<file path="config.mk">
export PLATFORM = sky130hd
export DESIGN_NAME = regbridge64
export DESIGN_NICKNAME = d
export VERILOG_FILES = /design/src/rtl/regbridge_pkg.sv /design/src/rtl/rb_host_decode.sv /design/src/rtl/rb_sequencer.sv /design/src/rtl/rb_regfile.sv /design/src/rtl/regbridge64.sv
export SDC_FILE = /design/constraint.sdc
export NUM_CORES = 1
export LEC_CHECK = 0
export CAP_MARGIN = 20
export CORE_MARGIN = 2
export CORE_UTILIZATION = 43
export CTS_CLUSTER_DIAMETER = 100
export CTS_CLUSTER_SIZE = 14
export DETAILED_ROUTE_END_ITERATION = 10
export DONT_BUFFER_PORTS = 1
export GPL_TIMING_DRIVEN = 0
export MAX_ROUTING_LAYER = met4
export PLACE_DENSITY = 0.6
export SYNTH_ARGS = -nofsm -noshare
export SYNTH_HDL_FRONTEND = slang
export SYNTH_SLANG_ARGS = --single-unit
</file>
<file path="constraint.sdc">
create_clock -name clk -period 4.65 [get_ports clk]
set_input_delay 0.2325 -clock clk [delete_from_list [all_inputs] [get_ports clk]]
set_output_delay 0.2325 -clock clk [all_outputs]
set_load 0.01 [all_outputs]
</file>
<file path="src/rtl/regbridge_pkg.sv">
package regbridge_pkg;

  localparam int HOST_AW = 6;
  localparam int HOST_DW = 32;

  localparam logic [HOST_AW-1:0] ADR_DATA_HI = 6'h00;
  localparam logic [HOST_AW-1:0] ADR_DATA_LO = 6'h04;
  localparam logic [HOST_AW-1:0] ADR_CMD     = 6'h08;
  localparam logic [HOST_AW-1:0] ADR_RESET   = 6'h18;
  localparam logic [HOST_AW-1:0] ADR_STATUS  = 6'h1C;

  localparam int CMD_DIR_BIT   = 31;
  localparam int STS_ERR_BIT   = 31;
  localparam int STS_BUSY_BIT  = 0;

  typedef enum logic [2:0] {
    SEL_NONE,
    SEL_DHI,
    SEL_DLO,
    SEL_CMD,
    SEL_RST,
    SEL_STS
  } hsel_e;

endpackage

</file>
<file path="src/rtl/rb_host_decode.sv">
module rb_host_decode
  import regbridge_pkg::*;
(
  input  logic               valid_i,
  input  logic               write_i,
  input  logic [HOST_AW-1:0] addr_i,
  output hsel_e              sel_o,
  output logic               wr_stb_o,
  output logic               rd_stb_o
);

  always_comb begin
    unique case (addr_i)
      ADR_DATA_HI: sel_o = SEL_DHI;
      ADR_DATA_LO: sel_o = SEL_DLO;
      ADR_CMD:     sel_o = SEL_CMD;
      ADR_RESET:   sel_o = SEL_RST;
      ADR_STATUS:  sel_o = SEL_STS;
      default:     sel_o = SEL_NONE;
    endcase
  end

  assign wr_stb_o = valid_i & write_i;
  assign rd_stb_o = valid_i & ~write_i;

endmodule

</file>
<file path="src/rtl/rb_sequencer.sv">
module rb_sequencer
  import regbridge_pkg::*;
#(
  parameter int CTL_OFS_W = 8,
  parameter int NUM_TGT   = 10
) (
  input  logic                 clk,
  input  logic                 rst_ni,
  input  logic                 cmd_wr_i,
  input  logic [HOST_DW-1:0]   cmd_word_i,
  input  logic                 abort_i,
  input  logic                 ack_i,
  output logic                 busy_o,
  output logic                 err_o,
  output logic                 we_o,
  output logic [CTL_OFS_W-1:0] ofs_o,
  output logic                 fill_o
);

  localparam int HI_W     = CMD_DIR_BIT - CTL_OFS_W;
  localparam int SPACE    = 1 << CTL_OFS_W;

  logic                 busy_q, busy_d;
  logic                 err_q, err_d;
  logic                 we_q;
  logic [CTL_OFS_W-1:0] ofs_q;
  logic                 load_en;
  logic                 hi_clear;
  logic                 range_ok;
  logic                 ofs_ok;

  assign hi_clear = (cmd_word_i[CMD_DIR_BIT-1:CTL_OFS_W] == {HI_W{1'b0}});

  generate
    if (NUM_TGT >= SPACE) begin : g_full_space
      assign range_ok = 1'b1;
    end else begin : g_limited_space
      assign range_ok = (32'(cmd_word_i[CTL_OFS_W-1:0]) < 32'(NUM_TGT));
    end
  endgenerate

  assign ofs_ok = hi_clear & range_ok;

  always_comb begin
    busy_d  = busy_q;
    err_d   = err_q;
    load_en = 1'b0;
    fill_o  = 1'b0;
    if (abort_i) begin
      busy_d = 1'b0;
      err_d  = 1'b0;
    end else begin
      if (busy_q && ack_i) begin
        busy_d = 1'b0;
        fill_o = ~we_q;
      end
      if (cmd_wr_i) begin
        if (busy_q || !ofs_ok) begin
          err_d = 1'b1;
        end else begin
          busy_d  = 1'b1;
          load_en = 1'b1;
        end
      end
    end
  end

  always_ff @(posedge clk or negedge rst_ni) begin
    if (!rst_ni) begin
      busy_q <= 1'b0;
      err_q  <= 1'b0;
    end else begin
      busy_q <= busy_d;
      err_q  <= err_d;
    end
  end

  always_ff @(posedge clk or negedge rst_ni) begin
    if (!rst_ni) begin
      we_q  <= 1'b0;
      ofs_q <= '0;
    end else if (load_en) begin
      we_q  <= cmd_word_i[CMD_DIR_BIT];
      ofs_q <= cmd_word_i[CTL_OFS_W-1:0];
    end
  end

  assign busy_o = busy_q;
  assign err_o  = err_q;
  assign we_o   = we_q;
  assign ofs_o  = ofs_q;


  busy_hold_chk: assert property (@(posedge clk) disable iff (!rst_ni)
    busy_o && !ack_i && !abort_i |=> busy_o && $stable(ofs_o) && $stable(we_o));


  ack_release_chk: assert property (@(posedge clk) disable iff (!rst_ni)
    busy_o && ack_i |=> !busy_o);


  stale_cmd_chk: assert property (@(posedge clk) disable iff (!rst_ni)
    busy_o && cmd_wr_i && !abort_i |=> err_o);


  err_sticky_chk: assert property (@(posedge clk) disable iff (!rst_ni)
    err_o && !abort_i |=> err_o);


  abort_clear_chk: assert property (@(posedge clk) disable iff (!rst_ni)
    abort_i |=> !busy_o && !err_o);


  idle_ack_chk: assert property (@(posedge clk) disable iff (!rst_ni)
    !busy_o && ack_i && !cmd_wr_i |=> !busy_o);

endmodule

</file>
<file path="src/rtl/rb_regfile.sv">
module rb_regfile
  import regbridge_pkg::*;
(
  input  logic               clk,
  input  logic               rst_ni,
  input  hsel_e              sel_i,
  input  logic               wr_stb_i,
  input  logic               rd_stb_i,
  input  logic [HOST_DW-1:0] wdata_i,
  input  logic               busy_i,
  input  logic               err_i,
  input  logic               fill_i,
  input  logic [2*HOST_DW-1:0] fill_data_i,
  output logic [HOST_DW-1:0] data_hi_o,
  output logic [HOST_DW-1:0] data_lo_o,
  output logic [HOST_DW-1:0] rdata_o,
  output logic               rvalid_o
);

  logic [HOST_DW-1:0] hi_q, hi_d;
  logic [HOST_DW-1:0] lo_q, lo_d;
  logic [HOST_DW-1:0] rd_q, rd_d;
  logic               rv_q;
  logic [HOST_DW-1:0] status_word;
  logic               host_hi_wr;
  logic               host_lo_wr;

  assign host_hi_wr = wr_stb_i && (sel_i == SEL_DHI) && !busy_i;
  assign host_lo_wr = wr_stb_i && (sel_i == SEL_DLO) && !busy_i;

  always_comb begin
    hi_d = hi_q;
    lo_d = lo_q;
    if (fill_i) begin
      hi_d = fill_data_i[2*HOST_DW-1:HOST_DW];
      lo_d = fill_data_i[HOST_DW-1:0];
    end else begin
      if (host_hi_wr) hi_d = wdata_i;
      if (host_lo_wr) lo_d = wdata_i;
    end
  end

  always_comb begin
    status_word               = '0;
    status_word[STS_ERR_BIT]  = err_i;
    status_word[STS_BUSY_BIT] = busy_i;
  end

  always_comb begin
    unique case (sel_i)
      SEL_DHI: rd_d = hi_q;
      SEL_DLO: rd_d = lo_q;
      SEL_STS: rd_d = status_word;
      default: rd_d = '0;
    endcase
  end

  always_ff @(posedge clk or negedge rst_ni) begin
    if (!rst_ni) begin
      hi_q <= '0;
      lo_q <= '0;
    end else begin
      hi_q <= hi_d;
      lo_q <= lo_d;
    end
  end

  always_ff @(posedge clk or negedge rst_ni) begin
    if (!rst_ni) begin
      rd_q <= '0;
    end else if (rd_stb_i) begin
      rd_q <= rd_d;
    end
  end

  always_ff @(posedge clk or negedge rst_ni) begin
    if (!rst_ni) rv_q <= 1'b0;
    else         rv_q <= rd_stb_i;
  end

  assign data_hi_o = hi_q;
  assign data_lo_o = lo_q;
  assign rdata_o   = rd_q;
  assign rvalid_o  = rv_q;


  frozen_data_chk: assert property (@(posedge clk) disable iff (!rst_ni)
    busy_i && !fill_i |=> $stable(data_hi_o) && $stable(data_lo_o));


  read_pulse_chk: assert property (@(posedge clk) disable iff (!rst_ni)
    rd_stb_i |=> rvalid_o);


  no_read_chk: assert property (@(posedge clk) disable iff (!rst_ni)
    !rd_stb_i |=> !rvalid_o);


  idle_data_chk: assert property (@(posedge clk) disable iff (!rst_ni)
    !busy_i && !wr_stb_i |=> $stable(data_hi_o) && $stable(data_lo_o));

endmodule

</file>
<file path="src/rtl/regbridge64.sv">
module regbridge64
  import regbridge_pkg::*;
#(
  parameter int CTL_OFS_W = 8,
  parameter int NUM_TGT   = 10
) (
  input  logic                 clk,
  input  logic                 rst_n,
  input  logic                 hst_valid,
  input  logic                 hst_write,
  input  logic [5:0]           hst_addr,
  input  logic [31:0]          hst_wdata,
  output logic [31:0]          hst_rdata,
  output logic                 hst_rvalid,
  output logic                 ctl_req,
  output logic                 ctl_we,
  output logic [CTL_OFS_W-1:0] ctl_offset,
  output logic [63:0]          ctl_wdata,
  input  logic [63:0]          ctl_rdata,
  input  logic                 ctl_ack
);

  logic [1:0]         rst_pipe;
  logic               rst_int_n;
  hsel_e              sel;
  logic               wr_stb;
  logic               rd_stb;
  logic               cmd_wr;
  logic               abort;
  logic               busy;
  logic               err;
  logic               fill;
  logic [HOST_DW-1:0] data_hi;
  logic [HOST_DW-1:0] data_lo;

  always_ff @(posedge clk or negedge rst_n) begin
    if (!rst_n) rst_pipe <= 2'b00;
    else        rst_pipe <= {rst_pipe[0], 1'b1};
  end
  assign rst_int_n = rst_pipe[1];

  rb_host_decode u_decode (
    .valid_i  (hst_valid),
    .write_i  (hst_write),
    .addr_i   (hst_addr),
    .sel_o    (sel),
    .wr_stb_o (wr_stb),
    .rd_stb_o (rd_stb)
  );

  assign cmd_wr = wr_stb && (sel == SEL_CMD);
  assign abort  = wr_stb && (sel == SEL_RST);

  rb_sequencer #(
    .CTL_OFS_W (CTL_OFS_W),
    .NUM_TGT   (NUM_TGT)
  ) u_seq (
    .clk        (clk),
    .rst_ni     (rst_int_n),
    .cmd_wr_i   (cmd_wr),
    .cmd_word_i (hst_wdata),
    .abort_i    (abort),
    .ack_i      (ctl_ack),
    .busy_o     (busy),
    .err_o      (err),
    .we_o       (ctl_we),
    .ofs_o      (ctl_offset),
    .fill_o     (fill)
  );

  rb_regfile u_regs (
    .clk         (clk),
    .rst_ni      (rst_int_n),
    .sel_i       (sel),
    .wr_stb_i    (wr_stb),
    .rd_stb_i    (rd_stb),
    .wdata_i     (hst_wdata),
    .busy_i      (busy),
    .err_i       (err),
    .fill_i      (fill),
    .fill_data_i (ctl_rdata),
    .data_hi_o   (data_hi),
    .data_lo_o   (data_lo),
    .rdata_o     (hst_rdata),
    .rvalid_o    (hst_rvalid)
  );

  assign ctl_req   = busy;
  assign ctl_wdata = {data_hi, data_lo};


  req_hold_chk: assert property (@(posedge clk) disable iff (!rst_int_n)
    ctl_req && !ctl_ack && !abort |=> ctl_req && $stable(ctl_wdata));


  no_req_on_refused_chk: assert property (@(posedge clk) disable iff (!rst_int_n)
    !ctl_req && cmd_wr && !err && $past(!err) && !$past(cmd_wr) |=> ctl_req || err);

endmodule

</file>
==> results of run 1 <==
-- sequential cells by signal, summed over array words and instances, names as in the netlist --
name / count
u_regs.data_lo_o: 32
u_seq.ofs_o: 8
u_regs.rdata_o: 32
u_seq.busy_o: 1
u_seq.err_o: 1
u_regs.rvalid_o: 1
rst_pipe: 2
u_seq.we_o: 1
u_regs.data_hi_o: 32
-- area by class of cell --
| cell class | instances | share of cell area |
|---|---|---|
| tap | 143 | 0.0327 |
| inverter | 5 | 0.00343 |
| sequential | 110 | 0.504 |
| clock inverter | 3 | 0.00800 |
| timing repair buffer | 2 | 0.00686 |
| clock buffer | 13 | 0.0476 |
| multi-input combinational | 387 | 0.368 |
| buffer | 41 | 0.0295 |
-- metrics by stage --
step	total power [uW]	hold WS, ns	instance area (um2)	std cells
after global placement	1310	-0.0630	5130	686
final	2100	0.0221	5470	704
after global routing	2180	0.0116	5470	704
after floorplan	1260	-0.0631	4950	543
after CTS	2120	0.0112	5470	704
after detailed placement	1330	-0.0631	5160	687
-- worst min-delay path by stage --
stage | start | depth (start not counted) | slack [ns] | to
finish | ctl_rdata[3] | 1 | 0.02 | u_regs.data_lo_o[3]$_DFFE_PN0P_
global route | ctl_rdata[2] | 1 | 0.01 | u_regs.data_lo_o[2]$_DFFE_PN0P_
CTS | ctl_rdata[2] | 1 | 0.01 | u_regs.data_lo_o[2]$_DFFE_PN0P_
detailed placement | rst_n | 0 | -0.06 | rst_pipe[0]$_DFF_PN0_
global placement | rst_n | 0 | -0.06 | rst_pipe[0]$_DFF_PN0_
floorplan | rst_n | 0 | -0.06 | rst_pipe[0]$_DFF_PN0_
-- critical path, delay by kind of cell (launching register included) --
kind	cells	cell delay, ns
compound gates	1	0.23
flops	1	0.54
simple gates	3	0.57
buf+inv	2	1.00
-- power by group through the flow --
stage                     sequential [uW]  clock (uW)  combinational [uW]
after floorplan                      1170           0                98.1
after global placement               1200           0                 111
after detailed placement             1200           0                 128
after CTS                            1180         808                 130
after global routing                 1190         840                 148
final                                1180         793                 129
-- cells in the final DEF, fill, tap and decap left out, drive strengths merged, types with 3 or more instances in the layout --
cell type / netlist / final
nor4: 10 / 10
o21ai: 34 / 34
nand2: 146 / 146
clkbuf: 33 / 46
nor3: 4 / 4
buf: 8 / 9
mux2: 5 / 5
a22oi: 31 / 31
dfrtp: 110 / 110
a31oi: 57 / 57
nor2: 58 / 58
or3: 3 / 3
nand4: 4 / 4
inv: 5 / 5
and3: 7 / 7
a221o: 7 / 7
-- routing by layer --
layer	track usage	wire [um]
met5	-	0
met4	0.0848	280
met3	0.0722	1540
met2	0.425	7850
met1	0.341	6460
-- logic make-up (layout without fill, tap and decap cells) --
family | Yosys count | after routing | share of synthesized area
AOI/OAI and AO/OA | 138 | 138 | 0.184
DFF | 110 | 110 | 0.556
buffers and inverters | 46 | 64 | 0.0364
and+or+nand+nor | 243 | 243 | 0.211
other | 1 | 1 | 0.000758
muxes | 5 | 5 | 0.0114
==> impl_summary.log, run 1 <==
INFO  metric synth_fp_nets = 650
INFO  metric worst-endpoint-arrival = between 2 and 3 ns
INFO  metric cts_root_cell = clkbuf_16
INFO  metric synth.yosys.warnings = 0
INFO  metric p_sw = roughly 550 uW
INFO  metric design.die.area = roughly 0.012 mm2
INFO  metric placeableCoreArea = roughly 0.011 mm2
INFO  metric initial_antenna_violation_count = 0
INFO  metric setup_slack = 2.21 ns
INFO  metric critical-path-max-stage-delay = 0.54 ns
INFO  metric reg2reg_to = u_regs.data_lo_o[26]$_DFFE_PN0P_
INFO  metric slew_headroom = 0.429
INFO  metric cts.hold.buffers_added = 1
INFO  metric cap_viol_max_count = 0
INFO  metric power.clock.fraction = 0.377
INFO  metric vdd_drop_max = 0.000193 V
INFO  metric finish.utilization = 0.483
INFO  metric worst_setup_path_start_kind = register
INFO  metric power_leakage = 0.00235 uW
INFO  metric power.share.switching = 0.264
INFO  metric r2r_setup_slk = 2.21 ns
INFO  metric multiInputGateArea = 0.00201 mm2
INFO  metric status = completed
INFO  metric synth_ff_type = dfrtp_1
INFO  metric crit_chain = and3b_1 -> nand4_1 -> clkbuf_1 -> clkbuf_1 -> nand2_1 -> a31oi_1
INFO  metric reg2reg_from = u_seq.busy_o$_DFF_PN0_
INFO  metric yosysUniqueCellTypes = 36
INFO  metric port-buffer-count = 0
INFO  metric critPathMostFrequentCell = clkbuf_1
INFO  metric ports_placed_on_the_boundary = between 200 and 250
INFO  metric reg2regPathDepth = 6
INFO  metric grt_pass1_vias = about 4400
INFO  metric tightestPinTransition = 0.857 ns
INFO  metric worst_setup_path_end_kind = register
INFO  metric fmax = 0.410 GHz
INFO  metric finalNetCount = 663
INFO  metric worstSetupEndpoint = u_regs.data_lo_o[26]$_DFFE_PN0P_
INFO  metric initial_utilization = 0.437
INFO  metric timing_hold_violations_final = 0
INFO  metric tritoncts_clock_tree = yes
INFO  metric largest_net_degree_at_the_start_of_global_routing = 64
INFO  metric dr.first_iter.drc_count = 408
INFO  metric maxSlewViolCount = 0
INFO  metric grt_util_all_layers = 0.269
INFO  metric layout.area.seq = 0.00276 mm2
INFO  metric largest_cells_by_area_after_synthesis = dfrtp_1 (56%), nand2_1 (11%), a31oi_1 (7.2%)
INFO  metric dp_slack = between 2 and 2.5 ns
INFO  metric synthesis.area_per_instance = 9.11 um2
INFO  metric num_vias = approximately 4300
INFO  metric area_growth_syn_to_layout = 10.6%
INFO  metric clock_skew = 0.00458 ns
INFO  metric timing.critical_path.from = u_seq.busy_o$_DFF_PN0_
INFO  metric total_global_routing_overflow = 0
INFO  metric tns = 0 ns
INFO  metric gp_routability_congestion = 0.935
INFO  metric synth_sequential_area_ratio = 0.556
INFO  metric postSynth.asyncResetShare = 1.00
INFO  metric drt_pass1_iterations = 5
INFO  metric first_pass_grt_wire_length = 25000 um
INFO  metric type_of_the_most_critical_hold_path = in2reg
INFO  metric clk_pin_slew_worst_paths = 0.07 ns
INFO  metric internal-power = 1550 uW
INFO  metric yosys.area.top_type_share = 0.556
INFO  metric synth_commonest_cells = nand2_1 (146), dfrtp_1 (110), nor2_1 (58)
INFO  metric share_of_the_clock_period_used_by_the_worst_path_after_layout = 0.524
INFO  metric cts-htree-levels = 3
INFO  metric power_per_cell_area = 384 mW/mm2
INFO  metric antenna_cells_inserted = 0
INFO  metric synth-edff-count = 0
INFO  metric routed_wirelength = 16100 um
INFO  metric mappedNetlistArea = 0.00495 mm2
INFO  metric cts_setup_buffers = 0
INFO  metric power.share.combinational = 0.061
INFO  metric dp_hpwl = ~12000 um
INFO  metric clock_insertion_delay_worst_skew = 0.35 ns
INFO  metric worst-endpoint-required = just under 5 ns
INFO  metric drive_above_1_share = 0.0588
INFO  metric cp_slowest_cell = dfrtp_1
INFO  metric die_width = 111 um
INFO  metric final_count_of_negative_setup_slack_endpoints = 0
INFO  metric class_of_the_most_critical_setup_path = reg2reg
INFO  metric cts_sink_count = 110
INFO  metric yosysTopAreaCell = dfrtp_1
INFO  metric final.fill_count = roughly 1100
INFO  metric drcViolationCount = 0
INFO  metric power.sequential.fraction = 0.561
INFO  metric cts-buffers-inserted = 9
INFO  metric cts-root-to-sink-buffers = 2
INFO  metric core.rowCount = 39
INFO  metric routedWlPerCell = between 20 and 25 um
INFO  metric rsz_0062_raised_after_global_routing = no
INFO  metric worstPathMaxFanout = 10
INFO  metric detail_route.vias_per_cell = 6.12
INFO  metric postRouteAntennaNets = 0
INFO  metric ys_seq_elements = 110
INFO  metric number_of_gates_resized_after_cts = 0
INFO  metric synth_most_common_cell = nand2_1
INFO  metric chipHeight = around 110 um
INFO  metric number_of_standard_cells_after_synthesis = 543
INFO  metric final_critical_path_required_period = roughly 2.4 ns
(Power assumes the default switching activity.)
==> run 2: changes to the inputs <==
--- a/config.mk
+++ b/config.mk
@@ -5,6 +5,7 @@
 export SDC_FILE = /design/constraint.sdc
 export NUM_CORES = 1
 export LEC_CHECK = 0
+export ABC_AREA = 1
 export CAP_MARGIN = 20
 export CORE_MARGIN = 2
 export CORE_UTILIZATION = 43
==> constraint.sdc (replaced) <==
create_clock -name clk -period 2.37 [get_ports clk]
set_input_delay 0.1185 -clock clk [delete_from_list [all_inputs] [get_ports clk]]
set_output_delay 0.1185 -clock clk [all_outputs]
set_load 0.01 [all_outputs]
==> run 2 against run 1 <==
  * Clock-buffer cell count shrank 4
  * Die area grew 15%
  * Worst hold slack lost 0.019 ns
  * Utilization grew 4.4 points
  * Via count grew 28%
  * Routed wire length grew 19%
  * Power grew 92%
  * Critical path depth grew 3
  * Critical path type unchanged
==> impl_summary.log, run 2 <==
INFO  metric reg2reg_from = u_seq.busy_o$_DFF_PN0_
INFO  metric met2_usage = 0.441 (+0.0163)
INFO  metric cp_slowest_cell = dlygate4sd3_1
INFO  metric dr.first_iter.drc_count = 372 (-8.8%)
INFO  metric area_fraction_in_and_or_nand_and_nor_cells_after_synthesis = 0.388 (+0.176)
INFO  metric drive_above_1_share = 0.0655 (+0.00669)
INFO  metric worst-endpoint-arrival = 2.46 ns (-0.24 ns)
INFO  metric synthesis.area_per_instance = 7.24 um2 (-21%)
INFO  metric drt_pass1_iterations = 5 (unchanged)
INFO  metric synth_commonest_cells = nand2_1 (330), nand3_1 (153), dfrtp_1 (110)
INFO  metric cts-buffers-inserted = 9 (unchanged)
INFO  metric class_of_the_most_critical_setup_path = reg2reg
INFO  metric setup_slack = 0.216 ns (-2.00 ns)
INFO  metric final.fill_count = 1278 (+16%)
INFO  metric largest_net_degree_at_the_start_of_global_routing = 67 (+4.7%)
INFO  metric postSynth.asyncResetShare = 1.00 (unchanged)
INFO  metric critPathMostFrequentCell = nand2_1
INFO  metric cts-htree-levels = 3 (unchanged)
INFO  metric initial_utilization = 0.437 (about the same)
INFO  metric final_critical_path_required_period = 2.15 ns (-0.282 ns)
INFO  metric design.die.area = 0.0142 mm2 (+15%)
INFO  metric initial_antenna_violation_count = 0 (unchanged)
INFO  metric met3_capacity_usage_during_global_routing = 0.0704 (-0.00177)
INFO  metric synth_sequential_area_ratio = 0.482 (-0.0746)
INFO  metric rsz_0062_raised_after_global_routing = no
INFO  metric postRouteAntennaNets = 0 (unchanged)
INFO  metric vdd_drop_max = 0.000316 V (+64%)
INFO  metric first_pass_grt_wire_length = 30800 um (+23%)
INFO  metric ports_placed_on_the_boundary = 214 (unchanged)
INFO  metric grt.met1_usage = 0.378 (+0.0374)
INFO  metric yosys.area.top_type_share = 0.482 (-0.0746)
INFO  metric cts_setup_buffers = 0 (unchanged)
INFO  metric type_of_the_most_critical_hold_path = in2reg
INFO  metric most-common-layout-cells = nand2_1 (330), nand3_1 (153), dfrtp_1 (108)
INFO  metric worstPathMaxFanout = 10 (unchanged)
INFO  metric worst_setup_path_end_kind = register
INFO  metric worst-endpoint-required = 2.67 ns (-2.24 ns)
INFO  metric gp_routability_congestion = 0.985 (+5.3%)
INFO  metric tns = 0 ns (unchanged)
INFO  metric power_leakage = 0.00358 uW (+52%)
INFO  metric cts-root-to-sink-buffers = 2 (unchanged)
INFO  metric worst_setup_path_start_kind = register
INFO  metric slew_headroom = 0.502 (+0.0733)
INFO  metric r2r_setup_slk = 0.22 ns (-2.00 ns)
INFO  metric cts_root_cell = clkbuf_16
INFO  metric grt_util_all_layers = 0.289 (+0.0204)
INFO  metric dp_slack = 0.552 ns (-1.49 ns)
INFO  metric power_per_cell_area = 584 mW/mm2 (+52%)
INFO  metric chipHeight = 119 um (+7.2%)
INFO  metric die_width = 119 um (+7.2%)
INFO  metric fmax = 0.464 GHz (+13%)
INFO  metric total_global_routing_overflow = 0 (unchanged)
INFO  metric maxSlewViolCount = 0 (unchanged)
INFO  metric synth_fp_nets = 896 (+38%)
INFO  metric dpl_cell_area = 0.00596 mm2 (+16%)
INFO  metric synth_ff_type = dfrtp_1
INFO  metric main_combinational_cell_family_by_area_after_synthesis = simple AND/OR/NAND/NOR gates
INFO  metric routedWlPerCell = 18.4 um (-20%)
INFO  metric top_usage_layer = met2
INFO  metric design_area = 0.00690 mm2 (+26%)
INFO  metric reg2reg_to = u_regs.data_lo_o[16]$_DFFE_PN0P_
INFO  metric cap_viol_max_count = 0 (unchanged)
INFO  metric finalNetCount = 972 (+47%)
INFO  metric synth.yosys.warnings = 0 (unchanged)
INFO  metric hp-start = ctl_rdata[60]
INFO  metric ys_seq_elements = 110 (unchanged)
INFO  metric number_of_standard_cells_after_synthesis = 789 (+45%)
INFO  metric critical-path-max-stage-delay = 0.54 ns (about the same)
INFO  metric fin_hold_ws = 0.00351 ns (-0.0186 ns)
INFO  metric clock_insertion_delay_worst_skew = 0.36 ns (about the same)
INFO  metric placeableCoreArea = 0.0131 mm2 (+16%)
INFO  metric tightestPinTransition = 0.744 ns (-0.113 ns)
INFO  metric num_vias = 5502 (+28%)
INFO  metric largest_cells_by_area_after_synthesis = dfrtp_1 (48%), nand2_1 (22%), nand3_1 (13%)
INFO  metric clock_skew = 0.00857 ns (+0.00399 ns)
INFO  metric timing_hold_violations_final = 0 (unchanged)
INFO  metric synthXorXnorAreaFrac = 0 (unchanged)
INFO  metric holdPathStages = 4 (+3)
INFO  metric detail_route.vias_per_cell = 5.26 (-14%)
INFO  metric mux_share_of_post_synthesis_cell_area = 0 (-0.0114)
INFO  metric share_of_the_clock_period_used_by_the_worst_path_after_layout = 0.909 (+0.385)
INFO  metric synth_most_common_cell = nand2_1
INFO  metric crit_chain = nand2_1 -> nor2_1 -> buf_4 -> buf_2 -> nand3_1 -> nand2_1 -> dlygate4sd3_1 -> nand2_1 -> nand2_1
INFO  metric routed_wirelength = 19300 um (+19%)
INFO  metric yosysTopAreaCell = dfrtp_1
INFO  metric final_count_of_negative_setup_slack_endpoints = 0 (unchanged)
INFO  metric antenna_cells_inserted = 0 (unchanged)
INFO  metric reg2regPathDepth = 9 (+3)
INFO  metric synth_fa_ha_area_frac = 0 (unchanged)
INFO  metric synth-edff-count = 0 (unchanged)
INFO  metric status = completed
INFO  metric core.rowCount = 42 (+7.7%)
INFO  metric port-buffer-count = 0 (unchanged)
INFO  metric clk_pin_slew_worst_paths = 0.07 ns (about the same)
INFO  metric yosysUniqueCellTypes = 19 (-47%)
INFO  metric area_growth_syn_to_layout = 20.8%
INFO  metric drcViolationCount = 0 (unchanged)
INFO  metric cts_sink_count = 110 (unchanged)
INFO  metric grt_pass1_vias = 5569 (+28%)
INFO  metric min_delay_worst_endpoint = u_regs.data_hi_o[28]$_DFFE_PN0P_
INFO  metric synth_compound_area_frac = 0.0390 (-0.145)
INFO  metric mappedNetlistArea = 0.00571 mm2 (+15%)
INFO  metric tritoncts_clock_tree = yes
INFO  metric layout_commonest_cell = nand2_1
INFO  metric dp_hpwl = 14500 um (+23%)
INFO  metric overall_power = 4030 uW (+92%)
-- run 2: changes by cell type after synthesis, moves of 14 or more --
cell      previous run  this run
clkbuf_1            33        19
inv_1                5        70
a31oi_1             57         0
o21ai_0             34         1
nand3_1              1       153
a22oi_1             31         0
nor2_1              58        29
o22ai_1              0        30
nand2_1            146       330
-- run 2: worst max-delay path: cells and delay by family, from the launching register on --
kind                   cells  cell delay [ns]
buffers and inverters      3             1.03
and+or+nand+nor            6             0.59
DFF                        1             0.47
-- run 2: how the worst max path moves through the flow --
| stage | start | to | slack [ns] | cells past startpoint |
|---|---|---|---|---|
| 4_1_cts | u_seq.busy_o$_DFF_PN0_ | u_regs.data_lo_o[11]$_DFFE_PN0P_ | 0.12 | 9 |
| 2_1_floorplan | rst_pipe[1]$_DFF_PN0_ | u_regs.data_hi_o[0]$_DFFE_PN0P_ | 0.53 | 0 |
| 3_5_place_dp | u_seq.busy_o$_DFF_PN0_ | u_seq.ofs_o[0]$_DFFE_PN0P_ | 0.55 | 8 |
| 5_1_grt | u_seq.busy_o$_DFF_PN0_ | u_regs.data_lo_o[14]$_DFFE_PN0P_ | 0.08 | 9 |
| 3_3_place_gp | rst_pipe[1]$_DFF_PN0_ | u_regs.rdata_o[24]$_DFFE_PN0P_ | -0.12 | 0 |
| 6_report | u_seq.busy_o$_DFF_PN0_ | u_regs.data_lo_o[16]$_DFFE_PN0P_ | 0.22 | 9 |
-- run 2: final cells by class --
cell class                      count  area [um2]  share of cell area
Sequential cell                   110        2760               0.399
Multi-Input combinational cell    560        2440               0.354
Timing Repair Buffer               65         668              0.0968
Inverter                           70         263              0.0381
Buffer                             49         256              0.0372
Clock buffer                        9         225              0.0326
Tap cell                          176         220              0.0319
Clock inverter                      7        72.6              0.0105
-- run 2: per-stage QoR --
stage | std cells | utilization
after floorplan | 789 | -
after global placement | 965 | 0.454
after detailed placement | 966 | 0.456
after CTS | 1046 | 0.528
after global routing | 1046 | 0.528
final | 1046 | 0.528
-- run 2: where the power goes --
group	switching (uW)	leakage [uW]	internal [uW]
clock	709	0.000142	823
combinational	189	0.00193	169
sequential	171	0.00151	1970
-- run 2: cell families after synthesis --
logic type             count (synthesis)
AO/OA/AOI/OAI                         35
other                                  1
flip-flops                           110
AND/OR/NAND/NOR                      524
buffers and inverters                119
-- run 2: what timing repair did --
| item | CTS | global route |
|---|---|---|
| hold buffers | 64 | 0 |
| gates resized for setup | 0 | 1 |
| hold endpoints to repair | 52 | 0 |
| setup endpoints to repair | 0 | 2 |
-- run 2: routing by layer --
layer  routed length (um)  vias up  part of all wire
met5                    0        -                 0
li1                     -     2661                 -
met3                 1390       30             0.072
met4                  460        0             0.024
met1                 8350     2586              0.43
met2                 9080      225              0.47
